[src/rtl/pin_cfg_pkg.sv]
package pin_cfg_pkg;
  localparam int unsigned WORD_W = 32;
  localparam int unsigned HALF_W = 16;

  // keep bits whose enable is low, load bits whose enable is high
  function automatic logic [HALF_W-1:0] masked_merge(
    input logic [HALF_W-1:0] cur,
    input logic [WORD_W-1:0] wr
  );
    return (cur & ~wr[WORD_W-1:HALF_W]) | (wr[HALF_W-1:0] & wr[WORD_W-1:HALF_W]);
  endfunction
endpackage

[src/rtl/pin_cfg_decode.sv]
module pin_cfg_decode #(
  parameter int unsigned ADDR_W         = 12,
  parameter int unsigned NUM_BANKS      = 4,
  parameter int unsigned MUX_BASE       = 'h0a8,
  parameter int unsigned PULL_BASE      = 'h118,
  parameter int unsigned PULL_STRIDE    = 8,
  parameter int unsigned MUX_PER_BANK   = 4,
  parameter int unsigned PULL_PER_BANK  = 2,
  parameter int unsigned MUX_STRIDE     = 'h10,
  localparam int unsigned NUM_MUX       = NUM_BANKS * MUX_PER_BANK,
  localparam int unsigned NUM_PULL      = NUM_BANKS * PULL_PER_BANK
) (
  input  logic [ADDR_W-1:0] addr_i,
  output logic [NUM_MUX-1:0]  mux_sel_o,
  output logic [NUM_PULL-1:0] pull_sel_o
);
  for (genvar m = 0; m < NUM_MUX; m++) begin : g_mux
    localparam int unsigned OFS = MUX_BASE + (m / MUX_PER_BANK) * MUX_STRIDE
                                  + (m % MUX_PER_BANK) * 4;
    assign mux_sel_o[m] = (addr_i == ADDR_W'(OFS));
  end

  for (genvar p = 0; p < NUM_PULL; p++) begin : g_pull
    localparam int unsigned OFS = PULL_BASE + (p / PULL_PER_BANK) * PULL_STRIDE
                                  + (p % PULL_PER_BANK) * 4;
    assign pull_sel_o[p] = (addr_i == ADDR_W'(OFS));
  end
endmodule

[src/rtl/pin_cfg_word.sv]
module pin_cfg_word
  import pin_cfg_pkg::*;
(
  input  logic              clk_i,
  input  logic              rst_ni,
  input  logic              wr_i,
  input  logic [WORD_W-1:0] wdata_i,
  output logic [HALF_W-1:0] q_o
);
  logic [HALF_W-1:0] q_q;

  always_ff @(posedge clk_i or negedge rst_ni) begin
    if (!rst_ni)   q_q <= '0;
    else if (wr_i) q_q <= masked_merge(q_q, wdata_i);
  end

  assign q_o = q_q;

  a_r1_masked_hold: assert property (@(posedge clk_i) disable iff (!rst_ni)
    wr_i |=> ((q_o & ~$past(wdata_i[WORD_W-1:HALF_W])) ==
              ($past(q_o) & ~$past(wdata_i[WORD_W-1:HALF_W]))));

  a_r1_enabled_load: assert property (@(posedge clk_i) disable iff (!rst_ni)
    wr_i |=> ((q_o & $past(wdata_i[WORD_W-1:HALF_W])) ==
              ($past(wdata_i[HALF_W-1:0]) & $past(wdata_i[WORD_W-1:HALF_W]))));

  a_r8_idle_hold: assert property (@(posedge clk_i) disable iff (!rst_ni)
    !wr_i |=> $stable(q_o));
endmodule

[src/rtl/pin_cfg_regs.sv]
module pin_cfg_regs
  import pin_cfg_pkg::*;
#(
  parameter int unsigned ADDR_W        = 12,
  parameter int unsigned NUM_BANKS     = 4,
  parameter int unsigned MUX_BASE      = 'h0a8,
  parameter int unsigned PULL_BASE     = 'h118,
  parameter int unsigned PULL_STRIDE   = 8,
  localparam int unsigned PINS_PER_BANK = 32,
  localparam int unsigned MUX_PER_BANK  = PINS_PER_BANK / 8,
  localparam int unsigned PULL_PER_BANK = PINS_PER_BANK / 16,
  localparam int unsigned NUM_MUX       = NUM_BANKS * MUX_PER_BANK,
  localparam int unsigned NUM_PULL      = NUM_BANKS * PULL_PER_BANK,
  localparam int unsigned NUM_PINS      = NUM_BANKS * PINS_PER_BANK
) (
  input  logic                  clk_i,
  input  logic                  rst_ni,
  input  logic                  req_i,
  input  logic                  we_i,
  input  logic [ADDR_W-1:0]     addr_i,
  input  logic [WORD_W-1:0]     wdata_i,
  output logic [WORD_W-1:0]     rdata_o,
  output logic [2*NUM_PINS-1:0] func_sel_o,
  output logic [NUM_PINS-1:0]   pull_dis_o
);
  logic [NUM_MUX-1:0]  mux_sel;
  logic [NUM_PULL-1:0] pull_sel;
  logic [HALF_W-1:0]   mux_q  [NUM_MUX];
  logic [HALF_W-1:0]   pull_q [NUM_PULL];
  logic [HALF_W-1:0]   rd_word;
  logic [WORD_W-1:0]   rdata_q;
  logic                wr_acc, rd_acc;

  assign wr_acc = req_i &  we_i;
  assign rd_acc = req_i & ~we_i;

  pin_cfg_decode #(
    .ADDR_W(ADDR_W), .NUM_BANKS(NUM_BANKS), .MUX_BASE(MUX_BASE),
    .PULL_BASE(PULL_BASE), .PULL_STRIDE(PULL_STRIDE),
    .MUX_PER_BANK(MUX_PER_BANK), .PULL_PER_BANK(PULL_PER_BANK), .MUX_STRIDE('h10)
  ) u_decode (
    .addr_i    (addr_i),
    .mux_sel_o (mux_sel),
    .pull_sel_o(pull_sel)
  );

  // mux words are laid out so word m feeds pins m*8 .. m*8+7 contiguously
  for (genvar m = 0; m < NUM_MUX; m++) begin : g_mux
    pin_cfg_word u_word (
      .clk_i  (clk_i),
      .rst_ni (rst_ni),
      .wr_i   (wr_acc & mux_sel[m]),
      .wdata_i(wdata_i),
      .q_o    (mux_q[m])
    );
    assign func_sel_o[m*HALF_W +: HALF_W] = mux_q[m];
  end

  for (genvar p = 0; p < NUM_PULL; p++) begin : g_pull
    pin_cfg_word u_word (
      .clk_i  (clk_i),
      .rst_ni (rst_ni),
      .wr_i   (wr_acc & pull_sel[p]),
      .wdata_i(wdata_i),
      .q_o    (pull_q[p])
    );
    assign pull_dis_o[p*HALF_W +: HALF_W] = pull_q[p];
  end

  always_comb begin
    rd_word = '0;
    for (int m = 0; m < NUM_MUX; m++)  if (mux_sel[m])  rd_word |= mux_q[m];
    for (int p = 0; p < NUM_PULL; p++) if (pull_sel[p]) rd_word |= pull_q[p];
  end

  always_ff @(posedge clk_i or negedge rst_ni) begin
    if (!rst_ni)     rdata_q <= '0;
    else if (rd_acc) rdata_q <= {{HALF_W{1'b0}}, rd_word};
    else             rdata_q <= '0;
  end

  assign rdata_o = rdata_q;

  a_r7_decode_onehot: assert property (@(posedge clk_i) disable iff (!rst_ni)
    $onehot0({mux_sel, pull_sel}));

  a_r7_unmapped_read_zero: assert property (@(posedge clk_i) disable iff (!rst_ni)
    (rd_acc && !(|{mux_sel, pull_sel})) |=> (rdata_o == '0));

  a_r6_idle_rdata_zero: assert property (@(posedge clk_i) disable iff (!rst_ni)
    !rd_acc |=> (rdata_o == '0));

  a_r8_outputs_hold: assert property (@(posedge clk_i) disable iff (!rst_ni)
    !wr_acc |=> ($stable(func_sel_o) && $stable(pull_dis_o)));
endmodule

[config.mk]
export PLATFORM = sky130hd
export DESIGN_NAME = pin_cfg_regs
export DESIGN_NICKNAME = d
export VERILOG_FILES = /design/src/rtl/pin_cfg_pkg.sv /design/src/rtl/pin_cfg_decode.sv /design/src/rtl/pin_cfg_word.sv /design/src/rtl/pin_cfg_regs.sv
export SDC_FILE = /design/constraint.sdc
export NUM_CORES = 1
export LEC_CHECK = 0
export BUFFER_PORTS_ARGS = -buffer_cell sky130_fd_sc_hd__buf_2
export CAP_MARGIN = 20
export CORE_UTILIZATION = 50
export DETAILED_ROUTE_END_ITERATION = 8
export PLACE_DENSITY = 0.81
export SETUP_SLACK_MARGIN = 0.5
export SLEW_MARGIN = 30
export SYNTH_ARGS = -nofsm -noshare
export SYNTH_HDL_FRONTEND = slang
export SYNTH_SLANG_ARGS = --single-unit
[constraint.sdc]
create_clock -name clk_i -period 1.5 [get_ports clk_i]
set_input_delay 0.375 -clock clk_i [delete_from_list [all_inputs] [get_ports clk_i]]
set_output_delay 0.375 -clock clk_i [all_outputs]
set_load 0.005 [all_outputs]
==> results.yml <==
power:
  p_sw_share_pct: 25.1
  p_int_uw: 18100
  power_frac_clock_pct: 46.5
  p_per_area_nw_per_um2: 764
  peakVddDrop_mv: 0.867
  seq_power_share_pct: 44.8
  p_comb_share_pct: 8.7
  switchingPower_uw: 6060
  leakage_uw: 0.0166
routing:
  final_antenna_net_count: 0
  routed_via_density: 6.65
  drc: 0
  drt_iter0_markers: 2974
  via_count: 20900
  drt-total-wl_mm: 105
  dr.pass1.iters: 7
  drt-wirelength-per-cell_um: 33.3
cells_and_area:
  stdcell_area_um2: 31600
  fill_cells: 2272
  final_cell_mix: "395 x dfrtp_1, 386 x buf_2, 249 x mux2_2"
  final-seq-area_um2: 10000
  drive_gt1_share_pct: 63.7
  synthToLayoutAreaGrowth_pct: 53.1
  layout_commonest_cell: "dfrtp_1"
  num-nets-final: 2629
  multiInputGateArea_um2: 11700
floorplanning:
  initial_core_util_pct: 50.7
  rows: 74
  dieWidth_um: 205
  die_y_um: 205
  ioPinCount: 464
  core_um2: 40700
  die_area_um2: 42100
synth:
  synth_top_area_share_pct: 48.5
  synthArstFlopShare_pct: 100
  ys_top_cells_by_area: "dfrtp_1 48%, mux2_2 15%, nand2_1 7.6%"
  synth_ff_type: "dfrtp_1"
  synthDistinctLibCells: 65
  synth_area_um2: 20600
  ys_seq_elements: 400
  syn_area_per_cell_um2: 11.4
  yosys_warnings: 0
  synth_edf_count: 0
  ys_seq_area_share_pct: 48.5
  yosysTopAreaCell: "dfrtp_1"
  synthCells: 1807
setup_path:
  crit_type: "input pin to register"
  required_ns: 1.97
  r2r-end: "rdata_o[3]$_DFF_PN0_"
  crit_fanout: 7
  crit_buf_inv: 5
  crit_cells: 10
  rr_worst_depth: 5
  cpPeakStageDelay_ns: 0.32
  crit_path_cell_trace: "buf_8 -> buf_12 -> buf_8 -> nor4_4 -> nand2_2 -> nor3_4 -> buf_6 -> buf_12 -> nand2_1 -> mux2_2"
  arrival_ns: 2.25
  cp-start-kind: "input pin"
  cp-startpoint: "addr_i[1]"
  crit_path_top_delay_cell: "nor3_4"
  cp_top_family: "simple AND/OR/NAND/NOR gates"
  end_kind: "register"
  timing.reg2reg.setup_slack_ns: -0.21
place:
  gp_congestion: 0.975
  placed_cell_area_um2: 26400
  io_buffers: 447
  place_hpwl_mm: 65.3
run:
  drv_cap: 0
sta:
  worst_pin_slew_ns: 0.807
  min_period_over_period_pct: 119
  rsz0062_at_grt: "yes"
  finClkSkew_ns: 0.0157
  holdWs_ns: 0.0817
  hold_violations: 0
  setup_viol: 690
  post-route-min-period_ns: 1.78
  maxSlewHeadroom_pct: 46.0
  fin_ws_ns: -0.280
  fmax_ghz: 0.562
  finalMaxSlewViolations: 0
hold_path:
  hold_path.class: "input pin to async pin"
outcome:
  status: "complete, but fails checks"
  violations: "negative setup slack"
clock_network:
  cts_tree: "built"
  cts_made_buffers: 44
  h-tree-depth: 2
  clk_latency_ns: 0.59
  cts_sinks: 400
  clock_path_buffers: 3
  cts-root-buf: "clkbuf_16"
  clkTransAtPathRegs_ns: 0.06
global_route:
  grt_pass1_vias: 20200
  grt_overflow_total: 0
  grt_use_total_pct: 46.0
  antenna_found_initial: 3
  grt_pass1_wl_mm: 138
  grt_max_degree: 42
through the flow:
stage               util [%]  setup WS [ns]  total power [uW]  setup TNS, ns  instances
global placement        64.7         -0.830             12600        -268.06       2950
global route            77.6         -0.291             24500         -72.69       3149
floorplan                  -         -0.600             11600        -155.07       1822
detailed placement      64.7         -0.839             12700        -276.15       2950
finish                  77.6         -0.280             24200         -64.67       3150
CTS                     74.1         -0.186             23800         -23.05       3126
routing by layer:
metal / up-vias / GRT usage [%] / share of wire [%]
met1: 10200 / 59.7 / 34
met2: 2034 / 67.9 / 41
li1: 8011 / - / -
met3: 738 / 12.8 / 15
met5: - / 0 / 0.12
met4: 4 / 29.2 / 9.9
timing repair:
item	CTS	global route
hold buffers	15	0
buffers inserted	73	17
cloned	8	4
endpoints found under the hold margin	67	0
pin swaps	73	81
endpoints found under the setup margin	800	949
resized for setup	359	298
kinds of logic after synthesis:
logic type	Yosys count	synth area share [%]
DFF	400	48.5
and+or+nand+nor	559	12.9
AOI/OAI and AO/OA	221	7.71
other	1	0.0182
buffers and inverters	160	4.27
muxes	466	26.6
worst min path at each step:
stage,to,depth (start not counted)
final,async pin,3
after global routing,async pin,4
after CTS,async pin,4
after detailed placement,async pin,1
after global placement,async pin,1
after floorplan,async pin,0
area by class of cell:
cell class / count / area share, %
well taps: 532 / 2.11
clock buffers: 70 / 4.30
flip-flops and latches: 400 / 31.7
repair buffers: 873 / 24.5
multi-input cells: 1262 / 37.0
clock inverters: 10 / 0.341
diodes: 3 / 0.0238
cells in the mapped netlist, types with 4 or more instances:
library cell,number
and3_1,5
a31oi_1,20
o21ai_0,23
mux2_4,70
nor2_2,10
nand2_1,419
o22a_1,4
buf_4,20
dfrtp_1,400
mux2_1,70
o2bb2ai_1,8
mux2_2,274
o221ai_1,9
nor2_1,22
and4b_1,7
nor2_4,5
clkbuf_1,53
buf_2,51
mux4_2,4
nand4_1,11
a211oi_1,8
a21oi_1,7
a22oi_1,82
mux2i_1,48
o22ai_1,32
nor2b_1,5
nand3_1,26
a41oi_1,7
buf_1,17
buf_6,19
a221oi_1,5
nor3_4,12
power by group through the flow:
stage          clock (uW)  sequential, uW  combinational, uW
3_3_place_gp            0           11000               1630
4_1_cts             11100           10800               1890
2_1_floorplan           0           11000                628
6_report            11200           10800               2110
3_5_place_dp            0           11000               1660
5_1_grt             11600           10800               2160
worst register-to-register path: cells and delay by family, from the launching register on:
kind	cells	cell delay, ns
AOI/OAI and AO/OA	4	0.85
DFF	1	0.45
muxes	1	0.27
Power figures use the tool's default switching activity.
